`config.mk`:
```
export PLATFORM = sky130hd
export DESIGN_NAME = pcm_port
export DESIGN_NICKNAME = d
export VERILOG_FILES = /design/src/rtl/pcm_port_pkg.sv /design/src/rtl/pcm_sync.sv /design/src/rtl/pcm_bitclk.sv /design/src/rtl/pcm_shifter.sv /design/src/rtl/pcm_port.sv
export SDC_FILE = /design/constraint.sdc
export NUM_CORES = 1
export LEC_CHECK = 0
export BUFFER_PORTS_ARGS = -buffer_cell sky130_fd_sc_hd__buf_2
export CELL_PAD_IN_SITES_DETAIL_PLACEMENT = 1
export CELL_PAD_IN_SITES_GLOBAL_PLACEMENT = 1
export CORE_UTILIZATION = 50
export CTS_CLUSTER_DIAMETER = 60
export DETAILED_ROUTE_END_ITERATION = 6
export GPL_ROUTABILITY_DRIVEN = 0
export GPL_TIMING_DRIVEN = 0
export PLACE_DENSITY_LB_ADDON = 0.1
export SLEW_MARGIN = 25
export SYNTH_ARGS = -nofsm -noshare
export SYNTH_HDL_FRONTEND = slang
export SYNTH_SLANG_ARGS = --single-unit
```
`constraint.sdc`:
```
create_clock -name clk_i -period 6.2 [get_ports clk_i]
set_clock_uncertainty 0.2 [all_clocks]
set_input_delay 0.62 -clock clk_i [delete_from_list [all_inputs] [get_ports clk_i]]
set_output_delay 0.62 -clock clk_i [all_outputs]
set_load 0.01 [all_outputs]
```
`src/rtl/pcm_port_pkg.sv`:
```
package pcm_port_pkg;
  typedef enum logic {
    PCM_MODE_INV = 1'b0,
    PCM_MODE_STD = 1'b1
  } pcm_mode_e;
endpackage

```
`src/rtl/pcm_sync.sv`:
```
module pcm_sync #(
  parameter int WIDTH  = 2,
  parameter int STAGES = 2
) (
  input  logic             clk_i,
  input  logic             rst_ni,
  input  logic [WIDTH-1:0] d_i,
  output logic [WIDTH-1:0] q_o
);
  logic [WIDTH-1:0] stg [STAGES];

  for (genvar s = 0; s < STAGES; s++) begin : g_stage
    if (s == 0) begin : g_first
      always_ff @(posedge clk_i or negedge rst_ni)
        if (!rst_ni) stg[s] <= '0;
        else         stg[s] <= d_i;
    end else begin : g_next
      always_ff @(posedge clk_i or negedge rst_ni)
        if (!rst_ni) stg[s] <= '0;
        else         stg[s] <= stg[s-1];
    end
  end

  assign q_o = stg[STAGES-1];
endmodule

```
`src/rtl/pcm_bitclk.sv`:
```
module pcm_bitclk #(
  parameter int WORD_W   = 16,
  parameter int SLOTS    = 32,
  parameter int HALF_DIV = 98
) (
  input  logic clk_i,
  input  logic rst_ni,
  input  logic start_i,
  input  logic hold_i,
  output logic active_o,
  output logic sclk_o,
  output logic en_o,
  output logic adv_o,
  output logic cap_o,
  output logic end_o
);
  localparam int HALVES = 2 * SLOTS;
  localparam int WIN    = 2 * WORD_W;
  localparam int HW     = $clog2(HALVES);
  localparam int DW     = (HALF_DIV > 1) ? $clog2(HALF_DIV) : 1;

  logic [DW-1:0] hc_q;
  logic [HW-1:0] hi_q;
  logic active_q, sclk_q, en_q;
  logic tick, last, win_end;

  assign tick    = active_q && (hc_q == DW'(HALF_DIV - 1));
  assign last    = tick && (hi_q == HW'(HALVES - 1));
  assign win_end = tick && (int'(hi_q) == WIN - 1);

  // odd half -> next even half inside window: next data bit
  assign adv_o = !hold_i && tick && hi_q[0] && (int'(hi_q) < WIN - 1);
  // even half -> odd half inside window: sample input
  assign cap_o = !hold_i && tick && !hi_q[0] && (int'(hi_q) < WIN);
  assign end_o = !hold_i && win_end;

  always_ff @(posedge clk_i or negedge rst_ni) begin
    if (!rst_ni) begin
      active_q <= 1'b0;
      sclk_q   <= 1'b0;
      en_q     <= 1'b0;
      hc_q     <= '0;
      hi_q     <= '0;
    end else if (hold_i) begin
      active_q <= 1'b0;
      sclk_q   <= 1'b0;
      en_q     <= 1'b0;
      hc_q     <= '0;
      hi_q     <= '0;
    end else if (start_i && !active_q) begin
      active_q <= 1'b1;
      sclk_q   <= 1'b1;
      en_q     <= 1'b1;
      hc_q     <= '0;
      hi_q     <= '0;
    end else if (active_q) begin
      if (tick) begin
        hc_q <= '0;
        if (last) begin
          active_q <= 1'b0;
          sclk_q   <= 1'b0;
          hi_q     <= '0;
        end else begin
          hi_q   <= hi_q + HW'(1);
          sclk_q <= ~sclk_q;
        end
        if (win_end) en_q <= 1'b0;
      end else begin
        hc_q <= hc_q + DW'(1);
      end
    end
  end

  assign active_o = active_q;
  assign sclk_o   = sclk_q;
  assign en_o     = en_q;

  a_r4_en_inside_frame: assert property (@(posedge clk_i) disable iff (!rst_ni)
    en_q |-> active_q);
  a_r4_half_count_bound: assert property (@(posedge clk_i) disable iff (!rst_ni)
    int'(hc_q) < HALF_DIV);
  a_r9_hold_idles: assert property (@(posedge clk_i) disable iff (!rst_ni)
    hold_i |=> (!en_q && !sclk_q && !active_q));
  a_r2_start_opens_window: assert property (@(posedge clk_i) disable iff (!rst_ni)
    (start_i && !active_q && !hold_i) |=> (en_q && sclk_q));
endmodule

```
`src/rtl/pcm_shifter.sv`:
```
module pcm_shifter #(
  parameter int WORD_W = 16
) (
  input  logic              clk_i,
  input  logic              rst_ni,
  input  logic              load_i,
  input  logic [WORD_W-1:0] tx_i,
  input  logic              adv_i,
  input  logic              cap_i,
  input  logic              end_i,
  input  logic              en_i,
  input  logic              si_i,
  output logic              so_o,
  output logic [WORD_W-1:0] rx_o,
  output logic              rx_valid_o
);
  logic [WORD_W-1:0] tx_sh, rx_sh;

  always_ff @(posedge clk_i or negedge rst_ni) begin
    if (!rst_ni) begin
      tx_sh      <= '0;
      rx_sh      <= '0;
      rx_o       <= '0;
      rx_valid_o <= 1'b0;
    end else begin
      if (load_i)     tx_sh <= tx_i;
      else if (adv_i) tx_sh <= {tx_sh[WORD_W-2:0], 1'b0};
      if (cap_i) rx_sh <= {rx_sh[WORD_W-2:0], si_i};
      rx_valid_o <= end_i;
      if (end_i) rx_o <= rx_sh;
    end
  end

  assign so_o = en_i & tx_sh[WORD_W-1];
endmodule

```
`src/rtl/pcm_port.sv`:
```
module pcm_port
  import pcm_port_pkg::*;
#(
  parameter int WORD_W   = 16,
  parameter int SLOTS    = 32,
  parameter int HALF_DIV = 98
) (
  input  logic              clk_i,
  input  logic              rst_ni,
  input  logic              fsync_i,
  input  logic              req_ni,
  input  logic              mode_i,
  input  logic              hold_i,
  input  logic [WORD_W-1:0] tx_data_i,
  input  logic              si_i,
  output logic              sclk_o,
  output logic              en_o,
  output logic              so_o,
  output logic [WORD_W-1:0] rx_data_o,
  output logic              rx_valid_o
);
  pcm_mode_e mode_sel;
  logic [1:0] sync_q;
  logic fs_s, req_s, fs_last_q, fs_rise;
  logic start, active, sclk_q, en_q, adv, cap, win_end;

  pcm_sync #(.WIDTH(2), .STAGES(2)) u_sync (
    .clk_i (clk_i),
    .rst_ni(rst_ni),
    .d_i   ({req_ni, fsync_i}),
    .q_o   (sync_q)
  );
  assign fs_s  = sync_q[0];
  assign req_s = sync_q[1];

  always_ff @(posedge clk_i or negedge rst_ni)
    if (!rst_ni) fs_last_q <= 1'b0;
    else         fs_last_q <= fs_s;

  assign fs_rise = fs_s && !fs_last_q;
  assign start   = fs_rise && !req_s && !hold_i;

  pcm_bitclk #(.WORD_W(WORD_W), .SLOTS(SLOTS), .HALF_DIV(HALF_DIV)) u_bitclk (
    .clk_i   (clk_i),
    .rst_ni  (rst_ni),
    .start_i (start),
    .hold_i  (hold_i),
    .active_o(active),
    .sclk_o  (sclk_q),
    .en_o    (en_q),
    .adv_o   (adv),
    .cap_o   (cap),
    .end_o   (win_end)
  );

  pcm_shifter #(.WORD_W(WORD_W)) u_shifter (
    .clk_i     (clk_i),
    .rst_ni    (rst_ni),
    .load_i    (start && !active),
    .tx_i      (tx_data_i),
    .adv_i     (adv),
    .cap_i     (cap),
    .end_i     (win_end),
    .en_i      (en_q),
    .si_i      (si_i),
    .so_o      (so_o),
    .rx_o      (rx_data_o),
    .rx_valid_o(rx_valid_o)
  );

  assign mode_sel = pcm_mode_e'(mode_i);
  assign sclk_o   = (mode_sel == PCM_MODE_STD) ? sclk_q : ~sclk_q;
  assign en_o     = (mode_sel == PCM_MODE_STD) ? en_q   : ~en_q;

  a_r7_valid_at_window_close: assert property (@(posedge clk_i) disable iff (!rst_ni)
    rx_valid_o |-> $fell(en_q));
  a_r3_refused_frame_idle: assert property (@(posedge clk_i) disable iff (!rst_ni)
    (fs_rise && req_s && !active) |=> !active);
  a_r5_so_moves_on_rise: assert property (@(posedge clk_i) disable iff (!rst_ni)
    !$stable(so_o) |-> ($rose(sclk_q) || $fell(en_q)));
endmodule

```
==> results of run 1 <==
worst max-delay path, cell delays in order, from the launching register on:
cell     delay, ns
dfrtp_1       0.44
inv_1         0.09
ha_1          0.15
or3b_1        0.33
buf_2         0.15
or2_1         0.22
buf_6         0.14
or4_4         0.42
buf_6         0.16
buf_12        0.15
mux2_4        0.29
layout make-up:
type,instances,area share
Multi-Input combinational cell,145,0.3284
Inverter,6,0.006158
Buffer,11,0.02737
Clock inverter,5,0.02840
Clock buffer,11,0.04140
Timing Repair Buffer,43,0.06363
Tap cell,75,0.02566
Sequential cell,70,0.4790
power breakdown:
group          switching (mW)  total, mW  internal, mW  leakage [nW]
Sequential             0.0149      0.497         0.482         0.938
Clock                   0.171      0.461         0.290         0.130
Combinational          0.0297     0.0566        0.0269         0.837
Total                   0.216       1.01         0.799          1.91
state kept, by name, summed over array words and instances (netlist names):
name and cells:
u_shifter.rx_o 16, u_shifter.rx_sh 16, u_shifter.tx_sh 16, u_bitclk.hc_q 7, u_bitclk.hi_q 6, u_sync.q_o 2
u_sync.stg 2, fs_last_q 1, u_bitclk.active_o 1, u_bitclk.en_o 1, u_bitclk.sclk_o 1, u_shifter.rx_valid_o 1
metal layers:
metal | track usage | up-vias | part of all wire | wire length (um)
met5 | 0 | - | 0 | 0
met4 | 0.07500 | 0 | 0.0088 | 55
met3 | 0.05909 | 6 | 0.042 | 265
met2 | 0.3788 | 37 | 0.50 | 3131
met1 | 0.2748 | 1055 | 0.45 | 2812
li1 | - | 941 | - | -
worst paths after layout:
path                                        from                  to  cells after the start
worst max register to register  u_bitclk.hc_q[1]   u_shifter.rx_o[6]                     10
max in group asynchronous                 rst_ni    u_bitclk.hi_q[0]                      2
worst min-delay path                      rst_ni  u_shifter.rx_o[13]                      1
min in group clk_i                 u_sync.stg[3]       u_sync.q_o[1]                      0
worst min register to register     u_sync.stg[3]       u_sync.q_o[1]                      0
worst max-delay path            u_bitclk.hc_q[1]   u_shifter.rx_o[6]                     10
cells in the mapped netlist (all sizes together):
library cell	n	share of area
a2111oi	1	0.0028
a211oi	1	0.0024
a21o	13	0.032
a21oi	11	0.018
a22o	13	0.037
a311oi	1	0.0028
a41oi	1	0.0028
and2	1	0.0020
and3	1	0.0020
and4	1	0.0028
buf	8	0.029
clkbuf	3	0.0037
dfrtp	70	0.57
ha	3	0.012
inv	6	0.0073
mux2	32	0.14
mux2i	2	0.0065
nand2	10	0.012
nand3	7	0.011
nand3b	2	0.0049
nand4	1	0.0020
nand4b	2	0.0057
nor2	13	0.016
nor3	4	0.0065
nor3b	1	0.0024
nor4	1	0.0041
o21ai	4	0.0065
o221a	1	0.0037
o2bb2ai	1	0.0028
o311ai	1	0.0028
or2	1	0.0020
or2b	1	0.0024
or3b	3	0.0085
or4	2	0.0073
xnor2	9	0.026
cells in the final DEF, fill, tap and decap left out, drive strengths merged, types with 3 or more instances in the layout:
master,n
nor2,13
bufinv,3
dfrtp,70
nand3,7
nand2,10
clkbuf,14
nor3,4
a22o,13
o21ai,4
buf,51
mux2,32
a21o,13
ha,3
xnor2,9
or3b,3
a21oi,11
inv,7
logic make-up after synthesis:
kind of cell               count (synthesis)  share of synthesized area
and+or+nand+nor                           51                    0.09236
buffers and inverters                     17                    0.03987
adders and majority gates                  3                    0.01221
xor gates and xnor gates                   9                    0.02563
muxes                                     34                     0.1469
AOI/OAI and AO/OA                         48                     0.1135
DFF                                       70                     0.5696
==> results.tsv, run 1 <==
stage	metric	value	unit
critical_path	cp-end-kind	flip-flop	
critical_path	cp.arrival	2.88	ns
job	cap_violations	0	
timing	min_period	2.865	ns
clock_tree	cts_hold_buf	0	
clock_tree	clockBufferDepth	2	
global_route	grt_overflow	0	
global_route	grt_pass1_wl	10570	um
power_and_ir_drop	leakage	1.905	nW
critical_path	cp_max_fo	10	
route	via_per_inst	5.571	
route	drtAntennaViolNets	0	
final_layout	instances_no_fill	366	
place	placed_cell_area	3402	um^2
yosys	netlist_area	3075	um^2
critical_path	crit_required	6.22	ns
clock_tree	htree_levels	3	
yosys	syn_area_per_cell	13.26	um^2
place	place_ws	3.300	ns
clock_tree	numCtsBuffers	9	
route	vias	2039	
timing	setup_slack	3.335	ns
route	dr.pass1.iters	5	
route	drt-total-wl	6264	um
final_layout	final_layout_size_suffix_gt1_frac	0.3608	
yosys	synth_fp_nets	258	
route	wl_per_cell	17.11	um
clock_tree	clock-sinks	70	
place	place.detailed.hpwl	4261	um
global_route	grt_max_degree	40	
clock_tree	clkTransAtPathRegs	0.07	ns
timing	finalHoldViolCount	0	
final_layout	syn_to_final_growth	18.92	%
status	status	complete, no violations	
timing	setup_violations	0	
worst_hold_path	hp-class	primary input to asynchronous set/reset pin	
critical_path	cp-start-kind	flip-flop	
floorplan	row_count	28	
floorplan	die_area	6468	um^2
timing	hold_ws	0.01542	ns
floorplan	core	5921	um^2
timing	worst_pin_slew	0.7361	ns
floorplan	initial_core_util	0.5194	
place	numPortBuffers	42	
global_route	antenna_found_initial	0	
yosys	ys_seq_area_frac	0.5696	
clock_tree	cts_tree	built	
timing	tns	0	ns
timing	post-route-period-util	0.4621	
floorplan	fp.dieH	80.43	um
final_layout	utilization	0.6177	
yosys	synth_seq_cells	70	
power_and_ir_drop	fin_total_pwr	1.014	mW
global_route	grtUsageTotal	0.2234	
clock_tree	clock_latency	0.34	ns
final_layout	final_nets	312	
final_layout	diodes	0	
yosys	yosys_warnings	0	
place	dp_cells	350	
route	drt-initial-drc-count	81	
timing	maxSlewViolCount	0	
power_and_ir_drop	power_density	277.3	nW/um^2
final_layout	multi_input_area	1201	um^2
final_layout	nFillCells	608	
timing	slew_headroom	0.5052	
yosys	ys_types	40	
floorplan	die_w	80.43	um
critical_path	r2r_setup_slack	3.33	ns
clock_tree	cts.repair.resized	0	
timing	fmax	349.0	MHz
yosys	netlist_instances	232	
clock_tree	cts_root_buf	clkbuf_8	
global_route	first_global_vias	2143	
power_and_ir_drop	ir_worst_vdd	0.0001596	V
final_layout	stdcell_area	3657	um^2
final_layout	register_area	1752	um^2
timing	rsz0062_at_grt	no	
route	remaining_drc_errors	0	
floorplan	io_pins	43	
critical_path	critical_path_class	flip-flop to flip-flop	
clock_tree	post_cts_buffers	0	
(Power assumes the default switching activity.)
==> run 2, diff against run 1 <==
--- a/config.mk
+++ b/config.mk
@@ -8,7 +8,7 @@
 export BUFFER_PORTS_ARGS = -buffer_cell sky130_fd_sc_hd__buf_2
 export CELL_PAD_IN_SITES_DETAIL_PLACEMENT = 1
 export CELL_PAD_IN_SITES_GLOBAL_PLACEMENT = 1
-export CORE_UTILIZATION = 50
+export CORE_UTILIZATION = 42
 export CTS_CLUSTER_DIAMETER = 60
 export DETAILED_ROUTE_END_ITERATION = 6
 export GPL_ROUTABILITY_DRIVEN = 0
==> constraint.sdc (replaced) <==
create_clock -name clk_i -period 2.5 [get_ports clk_i]
set_clock_uncertainty 0.2 [all_clocks]
set_input_delay 0.25 -clock clk_i [delete_from_list [all_inputs] [get_ports clk_i]]
set_output_delay 0.25 -clock clk_i [all_outputs]
set_load 0.01 [all_outputs]
==> run 2 against run 1 <==
The flow now finishes with violations (setup timing); flip-flop and latch count unchanged; non-clock buffer count rose by 18; critical endpoint unchanged; register-to-register slack lost 3.4 ns; critical path depth down 3; total power increased by 140%; utilization shrank 6.0 points; first-iteration DRC count grew 7.4%; count of clock-buffer cells in the layout did not move; sequential power is 150% higher; wire length is 7.2% higher; hold slack worse by 0.0015 ns.
==> results.tsv, run 2 (synthesis results as in run 1) <==
stage	metric	value	unit
global_route	grt_overflow	0	
worst_hold_path	min_to	u_shifter.tx_sh[3]	
timing	worst_pin_slew	0.8487	ns
global_route	antenna_found_initial	0	
floorplan	io_pins	43	
route	drt-total-wl	6717	um
clock_tree	clock_latency	0.34	ns
clock_tree	cts_root_buf	clkbuf_8	
route	wl_per_cell	16.59	um
critical_path	path_cells	inv_1 -> ha_2 -> or3b_4 -> or2_4 -> or4_4 -> clkbuf_16 -> mux2_4	
floorplan	die_area	7669	um^2
clock_tree	clock-sinks	70	
timing	setup_slack	-0.07124	ns
power_and_ir_drop	ir_worst_vdd	0.0002662	V
final_layout	final_cell_mix	dfrtp_1 (70), buf_2 (43), mux2_4 (19)	
power_and_ir_drop	power_density	621.9	nW/um^2
final_layout	final_layout_size_suffix_gt1_frac	0.3819	
global_route	grt_pass1_wl	11300	um
critical_path	cp-start-kind	flip-flop	
power_and_ir_drop	fin_total_pwr	2.410	mW
worst_hold_path	hp-class	primary input to flip-flop	
clock_tree	cts_tree	built	
timing	finalHoldViolCount	0	
timing	rsz0062_at_grt	yes	
final_layout	syn_to_final_growth	26.04	%
global_route	first_global_vias	2301	
final_layout	top_regs	u_shifter.rx_o (16), u_shifter.rx_sh (16), u_shifter.tx_sh (16)	
critical_path	slowest_stage	or4_4	
place	place_ws	-0.4128	ns
route	drt-initial-drc-count	87	
critical_path	cp_max_fo	5	
clock_tree	numCtsBuffers	9	
floorplan	core	6944	um^2
power_and_ir_drop	leakage	1.996	nW
critical_path	r2r_cells	7	
route	vias	2072	
floorplan	initial_core_util	0.4429	
route	dr.pass1.iters	3	
critical_path	cp.arrival	2.61	ns
route	via_per_inst	5.116	
job	cap_violations	0	
final_layout	final_nets	330	
clock_tree	clkTransAtPathRegs	0.08	ns
final_layout	diodes	0	
global_route	grt_max_degree	46	
critical_path	cp_top_family	simple AND/OR/NAND/NOR gates	
critical_path	crit_required	2.53	ns
status	status	finished with violations	
final_layout	nFillCells	719	
clock_tree	htree_levels	3	
floorplan	fp.dieH	87.57	um
place	place.detailed.hpwl	4286	um
critical_path	critPathBufInv	2	
global_route	grtUsageTotal	0.1940	
floorplan	die_w	87.57	um
place	numPortBuffers	42	
status	violations	setup timing	
timing	maxSlewViolCount	0	
timing	min_period	2.571	ns
critical_path	r2r_setup_slack	-0.07	ns
critical_path	cp-end-kind	flip-flop	
critical_path	regToRegEndpoint	u_shifter.rx_o[6]	
critical_path	timing.rr.start	u_bitclk.hc_q[1]	
final_layout	layout_commonest_cell	dfrtp_1	
critical_path	critical_path_class	flip-flop to flip-flop	
timing	post-route-period-util	1.028	
worst_hold_path	hold_path_depth	3	
timing	setup_violations	16	
clock_tree	clockBufferDepth	2	
floorplan	row_count	30	
timing	fmax	388.9	MHz
critical_path	critPathMaxStageDelay	0.56	ns
route	remaining_drc_errors	0	
route	drtAntennaViolNets	0	
timing	slew_headroom	0.4321	
final_layout	utilization	0.5582	
worst_hold_path	hp-start	tx_data_i[3]	
-- run 2: where the power goes --
part / internal [mW] / leakage (nW) / switching [mW]
combinational: 0.0832 / 0.948 / 0.0806
sequential: 1.19 / 0.938 / 0.0357
clock: 0.591 / 0.110 / 0.425
-- run 2: worst min-delay path, cell delays in order --
cell and delay (ns):
buf_2 0.08, a22o_1 0.12, a21o_1 0.08
-- run 2: final cells by class --
type                    instances  area [um^2]  area share
repair buffers                 66        471.7      0.1217
flip-flops and latches         70         1752      0.4519
clock buffers                  11        141.4     0.03648
multi-input cells             145         1229      0.3170
plain buffers                   6        58.81     0.01517
well taps                      96        120.1     0.03099
clock inverters                 5        81.33     0.02098
inverters                       6        22.52    0.005810
-- run 2: metrics by stage --
| stage | TNS, ns | cell area, um^2 | instances | hold WS [ns] |
|---|---|---|---|---|
| 3_3_place_gp | -10.81 | 3406 | 370 | 0.1317 |
| 6_report | -0.6498 | 3876 | 405 | 0.01395 |
| 2_1_floorplan | -3.452 | 3075 | 232 | -0.2456 |
| 4_1_cts | -5.396 | 3855 | 405 | 0.00009853 |
| 5_1_grt | -1.515 | 3876 | 405 | 0.01486 |
| 3_5_place_dp | -13.32 | 3436 | 371 | -0.008230 |
-- run 2: what timing repair did --
action | 4_1_cts | 5_1_grt
hold buffers | 10 | 0
pin swaps | 2 | 4
setup endpoints to repair | 49 | 45
endpoints found under the hold margin | 79 | 0
gates resized for setup | 6 | 6
gates cloned | 0 | 1
buffers inserted | 9 | 3
-- run 2: worst max path at each step --
stage                startpoint                   to  cells after the start
2_1_floorplan  u_bitclk.hc_q[1]    u_shifter.rx_o[0]                     10
3_3_place_gp   u_bitclk.hc_q[1]   u_shifter.tx_sh[7]                      8
3_5_place_dp   u_bitclk.hc_q[1]  u_shifter.tx_sh[13]                      8
4_1_cts        u_bitclk.hc_q[1]    u_shifter.rx_o[1]                     10
5_1_grt        u_bitclk.hc_q[1]    u_shifter.rx_o[6]                      7
6_report       u_bitclk.hc_q[1]    u_shifter.rx_o[6]                      7
-- run 2: metal layers --
| layer | global-route usage | vias up | wire (um) |
|---|---|---|---|
| li1 | - | 978 | - |
| met5 | 0 | - | 0 |
| met2 | 0.3239 | 32 | 3331 |
| met4 | 0.08048 | 0 | 90 |
| met1 | 0.2546 | 1055 | 3160 |
| met3 | 0.02828 | 7 | 134 |
